File: config.mk
export PLATFORM = sky130hd
export DESIGN_NAME = mdio_master
export DESIGN_NICKNAME = d
export VERILOG_FILES = /design/src/rtl/mdio_pkg.sv /design/src/rtl/mdio_bit_engine.sv /design/src/rtl/mdio_frame_seq.sv /design/src/rtl/mdio_master.sv
export SDC_FILE = /design/constraint.sdc
export NUM_CORES = 1
export LEC_CHECK = 0
export BUFFER_PORTS_ARGS = -buffer_cell sky130_fd_sc_hd__buf_2
export CAP_MARGIN = 10
export CORE_UTILIZATION = 51
export DETAILED_ROUTE_END_ITERATION = 10
export PLACE_DENSITY = 0.77
export SETUP_SLACK_MARGIN = 0.4
export SLEW_MARGIN = 20
export SYNTH_ARGS = -nofsm -noshare
export SYNTH_HDL_FRONTEND = slang
export SYNTH_SLANG_ARGS = --single-unit
File: constraint.sdc
create_clock -name clk -period 3.35 [get_ports clk]
set_clock_uncertainty 0.15 [all_clocks]
set_input_delay 0.67 -clock clk [delete_from_list [all_inputs] [get_ports clk]]
set_output_delay 0.67 -clock clk [all_outputs]
set_load 0.03 [all_outputs]
File: src/rtl/mdio_pkg.sv
package mdio_pkg;
  localparam int PRE_BITS   = 32;
  localparam int HDR_BITS   = 14;
  localparam int WTX_BITS   = 18;
  localparam int DATA_BITS  = 16;
  localparam int FLUSH_BITS = 32;

  typedef enum logic [2:0] {
    PH_IDLE, PH_PRE, PH_HDR, PH_WTX, PH_RTA, PH_RDATA, PH_FLUSH, PH_REL
  } phase_e;

  // start pair, opcode, phy, 5-bit register/device
  function automatic logic [HDR_BITS-1:0] mk_hdr(logic c45, logic [1:0] op,
                                                 logic [4:0] phy, logic [4:0] r5);
    return {1'b0, ~c45, op, phy, r5};
  endfunction
endpackage

File: src/rtl/mdio_bit_engine.sv
module mdio_bit_engine #(
  parameter int TX_HALF = 3,
  parameter int RX_HIGH = 4
) (
  input  logic clk,
  input  logic rst_n,
  input  logic go,
  input  logic go_rx,
  input  logic go_val,
  output logic ready,
  output logic fin,
  output logic sample,
  output logic mdc,
  output logic mdio_o,
  output logic mdio_oe,
  input  logic mdio_i
);
  localparam int MAXH = (TX_HALF > RX_HIGH) ? TX_HALF : RX_HIGH;
  localparam int CW   = $clog2(MAXH + 1);

  typedef enum logic [1:0] {E_IDLE, E_LOW, E_HIGH, E_SAMP} est_e;
  est_e          st;
  logic [CW-1:0] cnt;
  logic          rx_q;

  assign ready = (st == E_IDLE) && !fin;

  always_ff @(posedge clk) begin
    if (!rst_n) begin
      st      <= E_IDLE;
      cnt     <= '0;
      rx_q    <= 1'b0;
      fin     <= 1'b0;
      sample  <= 1'b0;
      mdc     <= 1'b0;
      mdio_o  <= 1'b1;
      mdio_oe <= 1'b0;
    end else begin
      fin <= 1'b0;
      unique case (st)
        E_IDLE: if (go) begin
          rx_q    <= go_rx;
          mdio_oe <= ~go_rx;
          if (!go_rx) mdio_o <= go_val;
          cnt     <= '0;
          st      <= E_LOW;
        end
        E_LOW: begin
          if (cnt == CW'(TX_HALF - 1)) begin
            cnt <= '0;
            mdc <= 1'b1;
            st  <= E_HIGH;
          end else cnt <= cnt + 1'b1;
        end
        E_HIGH: begin
          if (cnt == (rx_q ? CW'(RX_HIGH - 1) : CW'(TX_HALF - 1))) begin
            cnt <= '0;
            mdc <= 1'b0;
            st  <= E_SAMP;
          end else cnt <= cnt + 1'b1;
        end
        E_SAMP: begin
          sample <= mdio_i;
          fin    <= 1'b1;
          st     <= E_IDLE;
        end
        default: st <= E_IDLE;
      endcase
    end
  end
endmodule

File: src/rtl/mdio_frame_seq.sv
module mdio_frame_seq
  import mdio_pkg::*;
(
  input  logic        clk,
  input  logic        rst_n,
  input  logic        req_valid,
  output logic        req_ready,
  input  logic        req_write,
  input  logic        req_c45,
  input  logic [4:0]  req_phy,
  input  logic [4:0]  req_dev_reg,
  input  logic [15:0] req_reg16,
  input  logic [15:0] req_wdata,
  input  logic [31:0] ignore_ta_mask,
  output logic        rsp_valid,
  output logic [15:0] rsp_rdata,
  input  logic        eng_ready,
  input  logic        fin,
  input  logic        sample,
  output logic        go,
  output logic        go_rx,
  output logic        go_val
);
  phase_e      phase;
  logic [5:0]  cnt;
  logic [17:0] sr;
  logic [15:0] rx_sr;
  logic        is_write, is_c45, addr_frame, bad_ta;
  logic [4:0]  phy, dev_reg;
  logic [15:0] reg16, wdata;
  logic [1:0]  op_cur;

  assign req_ready = (phase == PH_IDLE);
  assign go        = (phase != PH_IDLE) && eng_ready;
  assign go_rx     = (phase == PH_RTA) || (phase == PH_RDATA) ||
                     (phase == PH_FLUSH) || (phase == PH_REL);
  assign go_val    = (phase == PH_PRE) ? 1'b1 : sr[17];

  always_comb begin
    if (addr_frame)  op_cur = 2'b00;
    else if (is_write) op_cur = 2'b01;
    else if (is_c45) op_cur = 2'b11;
    else             op_cur = 2'b10;
  end

  always_ff @(posedge clk) begin
    if (!rst_n) begin
      phase      <= PH_IDLE;
      cnt        <= '0;
      sr         <= '0;
      rx_sr      <= '0;
      is_write   <= 1'b0;
      is_c45     <= 1'b0;
      addr_frame <= 1'b0;
      bad_ta     <= 1'b0;
      phy        <= '0;
      dev_reg    <= '0;
      reg16      <= '0;
      wdata      <= '0;
      rsp_valid  <= 1'b0;
      rsp_rdata  <= '0;
    end else begin
      rsp_valid <= 1'b0;
      if (phase == PH_IDLE) begin
        if (req_valid) begin
          is_write   <= req_write;
          is_c45     <= req_c45;
          addr_frame <= req_c45;
          phy        <= req_phy;
          dev_reg    <= req_dev_reg;
          reg16      <= req_reg16;
          wdata      <= req_wdata;
          bad_ta     <= 1'b0;
          cnt        <= '0;
          phase      <= PH_PRE;
        end
      end else if (fin) begin
        unique case (phase)
          PH_PRE: begin
            if (cnt == 6'(PRE_BITS - 1)) begin
              cnt   <= '0;
              sr    <= {mk_hdr(is_c45, op_cur, phy, dev_reg), 4'b0};
              phase <= PH_HDR;
            end else cnt <= cnt + 1'b1;
          end
          PH_HDR: begin
            sr <= sr << 1;
            if (cnt == 6'(HDR_BITS - 1)) begin
              cnt <= '0;
              if (addr_frame || is_write) begin
                sr    <= {2'b10, addr_frame ? reg16 : wdata};
                phase <= PH_WTX;
              end else phase <= PH_RTA;
            end else cnt <= cnt + 1'b1;
          end
          PH_WTX: begin
            sr <= sr << 1;
            if (cnt == 6'(WTX_BITS - 1)) begin
              cnt   <= '0;
              phase <= PH_REL;
            end else cnt <= cnt + 1'b1;
          end
          PH_RTA: begin
            cnt <= '0;
            if (!sample || ignore_ta_mask[phy]) phase <= PH_RDATA;
            else begin
              bad_ta <= 1'b1;
              phase  <= PH_FLUSH;
            end
          end
          PH_RDATA: begin
            rx_sr <= {rx_sr[14:0], sample};
            if (cnt == 6'(DATA_BITS - 1)) begin
              cnt   <= '0;
              phase <= PH_REL;
            end else cnt <= cnt + 1'b1;
          end
          PH_FLUSH: begin
            if (cnt == 6'(FLUSH_BITS - 1)) begin
              cnt   <= '0;
              phase <= PH_REL;
            end else cnt <= cnt + 1'b1;
          end
          PH_REL: begin
            cnt <= '0;
            if (addr_frame) begin
              addr_frame <= 1'b0;
              phase      <= PH_PRE;
            end else begin
              phase     <= PH_IDLE;
              rsp_valid <= 1'b1;
              if (!is_write) rsp_rdata <= bad_ta ? 16'hFFFF : rx_sr;
            end
          end
          default: phase <= PH_IDLE;
        endcase
      end
    end
  end
endmodule

File: src/rtl/mdio_master.sv
module mdio_master #(
  parameter int TX_HALF = 3,
  parameter int RX_HIGH = 4
) (
  input  logic        clk,
  input  logic        rst_n,
  input  logic        req_valid,
  output logic        req_ready,
  input  logic        req_write,
  input  logic        req_c45,
  input  logic [4:0]  req_phy,
  input  logic [4:0]  req_dev_reg,
  input  logic [15:0] req_reg16,
  input  logic [15:0] req_wdata,
  input  logic [31:0] ignore_ta_mask,
  output logic        rsp_valid,
  output logic [15:0] rsp_rdata,
  output logic        mdc,
  output logic        mdio_o,
  output logic        mdio_oe,
  input  logic        mdio_i
);
  logic eng_ready, fin, sample, go, go_rx, go_val;

  mdio_frame_seq u_seq (
    .clk, .rst_n, .req_valid, .req_ready, .req_write, .req_c45, .req_phy,
    .req_dev_reg, .req_reg16, .req_wdata, .ignore_ta_mask, .rsp_valid,
    .rsp_rdata, .eng_ready, .fin, .sample, .go, .go_rx, .go_val
  );

  mdio_bit_engine #(.TX_HALF(TX_HALF), .RX_HIGH(RX_HIGH)) u_eng (
    .clk, .rst_n, .go, .go_rx, .go_val, .ready(eng_ready), .fin, .sample,
    .mdc, .mdio_o, .mdio_oe, .mdio_i
  );
endmodule

# Word-level counts from Yosys, hierarchy flattened
# Index checks and enable logic that the tools add are counted.
[classes]
add_sub_neg = 2
multipliers = 0
div = 0
magnitude_cmp = 1
eq_ne = 27
shift = 0
n_mux = 55
n_bitwise = 8
n_reduce_logical = 35
[ops]
columns = ["op", "count"]
rows = [
  ["18-bit two-way mux", 3],
  ["18-bit case mux with 3 select lines", 1],
  ["6-bit two-way mux", 7],
  ["3-bit two-way mux", 12],
  ["16-bit two-way mux", 2],
  ["6-bit case mux with 5 select lines", 1],
  ["3-bit case mux with 7 select lines", 1],
  ["1-bit two-way mux", 18],
  ["3-bit AND reduction", 6],
  ["3-bit == test (second input constant)", 4],
  ["6-bit by 4-bit == test with 1-bit output (second input constant)", 2],
  ["6-bit by 5-bit == test with 1-bit output (second input constant)", 2],
  ["2-bit two-way mux", 6],
  ["3-bit by 2-bit == test with 1-bit output (second input constant)", 3],
  ["3-bit != test (second input constant)", 3],
  ["3-bit case mux with 3 select lines", 1],
  ["3-bit nonzero test", 3],
  ["2-bit != test (second input constant)", 4],
  ["1-bit NOT", 8],
  ["2-bit case mux with 4 select lines", 1],
  ["4-bit AND reduction", 2],
  ["2-bit nonzero test", 4],
  ["7-bit AND reduction", 1],
  ["6-bit by 1-bit adder with 6-bit output (second input constant)", 1],
  ["other kinds (20)", 32],
]
[totals]
ff_bits = 117
latch_bits = 0
ramBits = 0
mem_bits_ro = 0
output_inout_bits = 21
wordCells = 150
n_memories = 0

# Logic depth before layout (Yosys ltp)
[depth]
word_depth = 7
ltp_mapped = 8
ltp_nobuf = 8

# Cells and area by module
# A second synthesis with hierarchy kept.
[unflattened]
hier_cells = 694
area_unflattened_um2 = 5671.7
[by_module_without_submodules]
columns = ["mod", "n_inst", "cells_each", "area_each_um2", "seq_area_each_um2"]
rows = [
  ["mdio_frame_seq", 1, 632, 5099.9, 2122.0],
  ["mdio_bit_engine", 1, 62, 571.8, 220.2],
]

# Least setup slack after synthesis
# No wires, ideal clock.
[synth_timing]
path_kind = "reg2reg"
start = "reg u_seq.phase[2]"
end = "reg u_seq.cnt[3]"
t_arrival_ns = 1.961
slack_ns = 1.117
stages_incl_launch_ff = 7
period_less_slack_ns = 2.233
path_cell_list = "dfxtp_1 > buf_2 > nor3_2 > and2_1 > clkbuf_1 > a21oi_1 > a311o_1"
[synth_via]
elab_cells_between_ends = 17
cone_classes = "eq/ne (8); mux (3); reduce/logical (6)"
[synth_lines]
columns = ["element", "line", "rtl"]
rows = [
  ["from (decl)", "mdio_frame_seq.sv:24", "phase_e phase;"],
  ["from (signal assigned)", "mdio_frame_seq.sv:48", "phase <= PH_IDLE;"],
  ["from (signal assigned)", "mdio_frame_seq.sv:75", "phase <= PH_PRE;"],
  ["from (signal assigned)", "mdio_frame_seq.sv:83", "phase <= PH_HDR;"],
  ["3-bit zero test (*)", "--", ""],
  ["named net req_ready", "mdio_master.sv:8", "output logic req_ready,"],
  ["6-bit nonzero test (no line), or another cell as far along", "--", ""],
  ["3-bit AND reduction (no line)", "--", ""],
  ["to (signal assigned)", "mdio_frame_seq.sv:84", "end else cnt <= cnt + 1'b1;"],
  ["to (signal assigned)", "mdio_frame_seq.sv:94", "end else cnt <= cnt + 1'b1;"],
  ["to (signal assigned)", "mdio_frame_seq.sv:101", "end else cnt <= cnt + 1'b1;"],
  ["to (decl)", "mdio_frame_seq.sv:25", "logic [5:0] cnt;"],
]
# The timed path passes the listed nets; every way through them passes the cells marked *. The select of a mux whose other input is x is not followed.
# A chain may end at the register's enable or synchronous reset.

# Worst setup path after layout
[layout_timing]
start = "reg u_seq.phase[2]"
end = "out req_ready"
[layout_via]
elab_chain_cells = 1
[layout_rtl]
columns = ["element", "line", "rtl"]
rows = [
  ["3-bit zero test", "mdio_frame_seq.sv:33", "assign req_ready = (phase == PH_IDLE);"],
  ["to (decl)", "mdio_master.sv:8", ""],
]
# Every way passes these cells.

==> flow_metrics.env <==
export IMPL_status="finished clean"
export IMPL_clk_pin_slew_ns=0.05
export IMPL_post_route_min_period_ns=2.565
export IMPL_total_power_mw=3.956
export IMPL_max_freq_ghz=0.3898
export IMPL_tightestPinTransition_ns=0.9366
export IMPL_worst_setup_path_type="reg2out"
export IMPL_startpoint_type="register"
export IMPL_root_buffer="clkbuf_8"
export IMPL_peakVddDrop_v=0.0003837
export IMPL_synth_ff_type="dfxtp_1"
export IMPL_synth_edf_count=0
export IMPL_via_per_inst=5.709
export IMPL_rsz0062_at_grt="no"
export IMPL_arrival_ns=1.75
export IMPL_fin_util_pct=63.77
export IMPL_drv_slew=0
export IMPL_drc=0
export IMPL_cp_required_ns=2.53
export IMPL_final_nets=838
export IMPL_die_x_um=104.8
export IMPL_regMostFlops="u_seq.sr"
export IMPL_drt_iter0_markers=335
export IMPL_ant_nets=0
export IMPL_syn_nets=760
export IMPL_diodes=0
export IMPL_numCtsBuffers=17
export IMPL_synth_top_cell_area_share_pct=43.42
export IMPL_yosys_warnings=0
export IMPL_ys_async_sr_fraction_pct=0
export IMPL_grt_max_degree=94
export IMPL_grt_use_total_pct=24.95
export IMPL_initial_core_util_pct=52.48
export IMPL_clock_latency_ns=0.52
export IMPL_yosysUniqueCellTypes=57
export IMPL_cp_top_family="flip-flops"
export IMPL_post_cts_setup_buffer_count=0
export IMPL_drtPass1Iterations=5
export IMPL_yosysTopAreaCell="dfxtp_1"
export IMPL_hold_path_class="in2reg"
export IMPL_dpl_hpwl_um=8939
export IMPL_fin_setup_tns_ns=0
export IMPL_netlist_area_um2=5394
export IMPL_ys_ff_latch=117
export IMPL_synthCells=671
export IMPL_post_dp_cell_area_um2=5932
export IMPL_syn_avg_cell_area_um2=8.039
export IMPL_path_cells="nor3_2 > buf_2"
export IMPL_synth_top_cells_by_count="144 x nand2_1, 117 x dfxtp_1, 83 x a21oi_1, 48 x nor2_1, 39 x nor3_1"
export IMPL_pwr_density_cell_nw_per_um2=603.7
export IMPL_antenna_found_initial=0
export IMPL_p_leak_nw=2.560
export IMPL_die_h_um=104.8
export IMPL_cts_hold_buffers=0
export IMPL_crit_buf_inv=1
export IMPL_end_kind="output port"
export IMPL_layout_drive_gt1_share_pct=21.81
export IMPL_cp_slowest_cell="dfxtp_1"
export IMPL_syn_to_final_growth_pct=21.50
export IMPL_vias=5121
export IMPL_setup_viol=0
export IMPL_io_buffers=100
export IMPL_wirelength_um=13310
export IMPL_overflow=0
export IMPL_holdWs_ns=0.2385
export IMPL_synthTopCellsByArea="dfxtp_1 43%, nand2_1 10%, a21oi_1 7.7%"
export IMPL_largest_reg_flops=18
export IMPL_yosysMostFrequentCell="nand2_1"
export IMPL_ys_seq_area_share_pct=43.42
export IMPL_fin_crit_sh_pct=76.57
export IMPL_ioPinCount=101
export IMPL_place_congestion=0.8497
export IMPL_grt_pass1_wl_um=22290
export IMPL_max_stage_delay_ns=0.54
export IMPL_grt_pass1_vias=4898
export IMPL_core_area_um2=10280
export IMPL_h_tree_depth=4
export IMPL_drv_cap=0
export IMPL_max_clock_path_buffers=2
export IMPL_row_count=37
export IMPL_design_die_area_um2=10990
export IMPL_fin_area_um2=6554
export IMPL_max_slew_margin_pct=37.29
export IMPL_path_max_fanout=20
export IMPL_cts_sinks=117
export IMPL_hold_viol=0
export IMPL_cts_resized=0
export IMPL_routedWlPerCell_um=14.84
export IMPL_cts_tree="done"
cells in the final DEF, fill, tap and decap left out, drive strengths merged, types with 6 or more instances in the layout:
cell type,netlist,layout
nand2,147,147
dfxtp,117,117
buf,20,110
a21oi,83,83
nor2,49,49
nor3,40,40
clkbuf,31,22
a211oi,19,19
mux2i,19,19
mux2,15,15
inv,15,15
o21ai,13,13
nand3,12,12
a222oi,11,11
ha,9,9
a22oi,7,7
a31oi,6,6
nand2b,6,6
cells by family after synthesis:
| logic type | Yosys count | share of synthesized area [%] |
|---|---|---|
| XOR/XNOR | 3 | 0.4872 |
| AO/OA/AOI/OAI | 158 | 18.35 |
| adder cells (fa/ha/maj) | 9 | 2.088 |
| flip-flops | 117 | 43.42 |
| buffers and inverters | 66 | 5.196 |
| multiplexers | 34 | 6.657 |
| AND/OR/NAND/NOR | 284 | 23.80 |
routing by layer:
metal / wire (um) / global-route usage, % / share of wire [%]
met1: 5762 / 29.16 / 43
met2: 6621 / 43.47 / 50
met3: 531 / 3.993 / 4.0
met4: 395 / 13.88 / 3.0
met5: 0 / 0 / 0
report_power, final:
part,switching (mW),internal (mW),leakage [nW]
registers,0.0688,1.46,0.951
clock network,0.624,1.28,0.311
logic,0.318,0.207,1.30
total,1.01,2.95,2.56
worst min-delay path: stages:
cell,delay (ns)
buf_2,0.10
nand2_1,0.04
a21oi_1,0.05
per-stage QoR:
stage               cells  worst slack (ns)
floorplan             671             1.117
global placement      864            0.8542
detailed placement    866            0.8908
CTS                   897            0.7739
global route          897            0.6624
finish                897            0.7847
layout make-up:
class / instances / area, um^2
fill: 873 / 3724
multi-input combinational: 488 / 2778
sequential: 117 / 2342
timing repair buffer: 110 / 585.6
clock buffer: 22 / 473.0
tap: 136 / 170.2
clock inverter: 9 / 148.9
inverter: 15 / 56.30
worst paths after layout:
path / from / endpoint / slack (ns) / depth (start not counted)
setup / recovery: u_seq.phase[2]$_SDFFE_PN0P_ / req_ready / 0.78 / 2
hold / removal: req_wdata[7] / u_seq.wdata[7]$_SDFFE_PN0P_ / 0.24 / 3
setup reg to reg: u_seq.phase[1]$_SDFFE_PN0P_ / u_seq.cnt[3]$_SDFFE_PN0P_ / 0.88 / 6
hold reg to reg: u_seq.reg16[15]$_SDFFE_PN0P_ / u_seq.reg16[15]$_SDFFE_PN0P_ / 0.30 / 2
No activity file was read; power rests on OpenSTA's default activity.
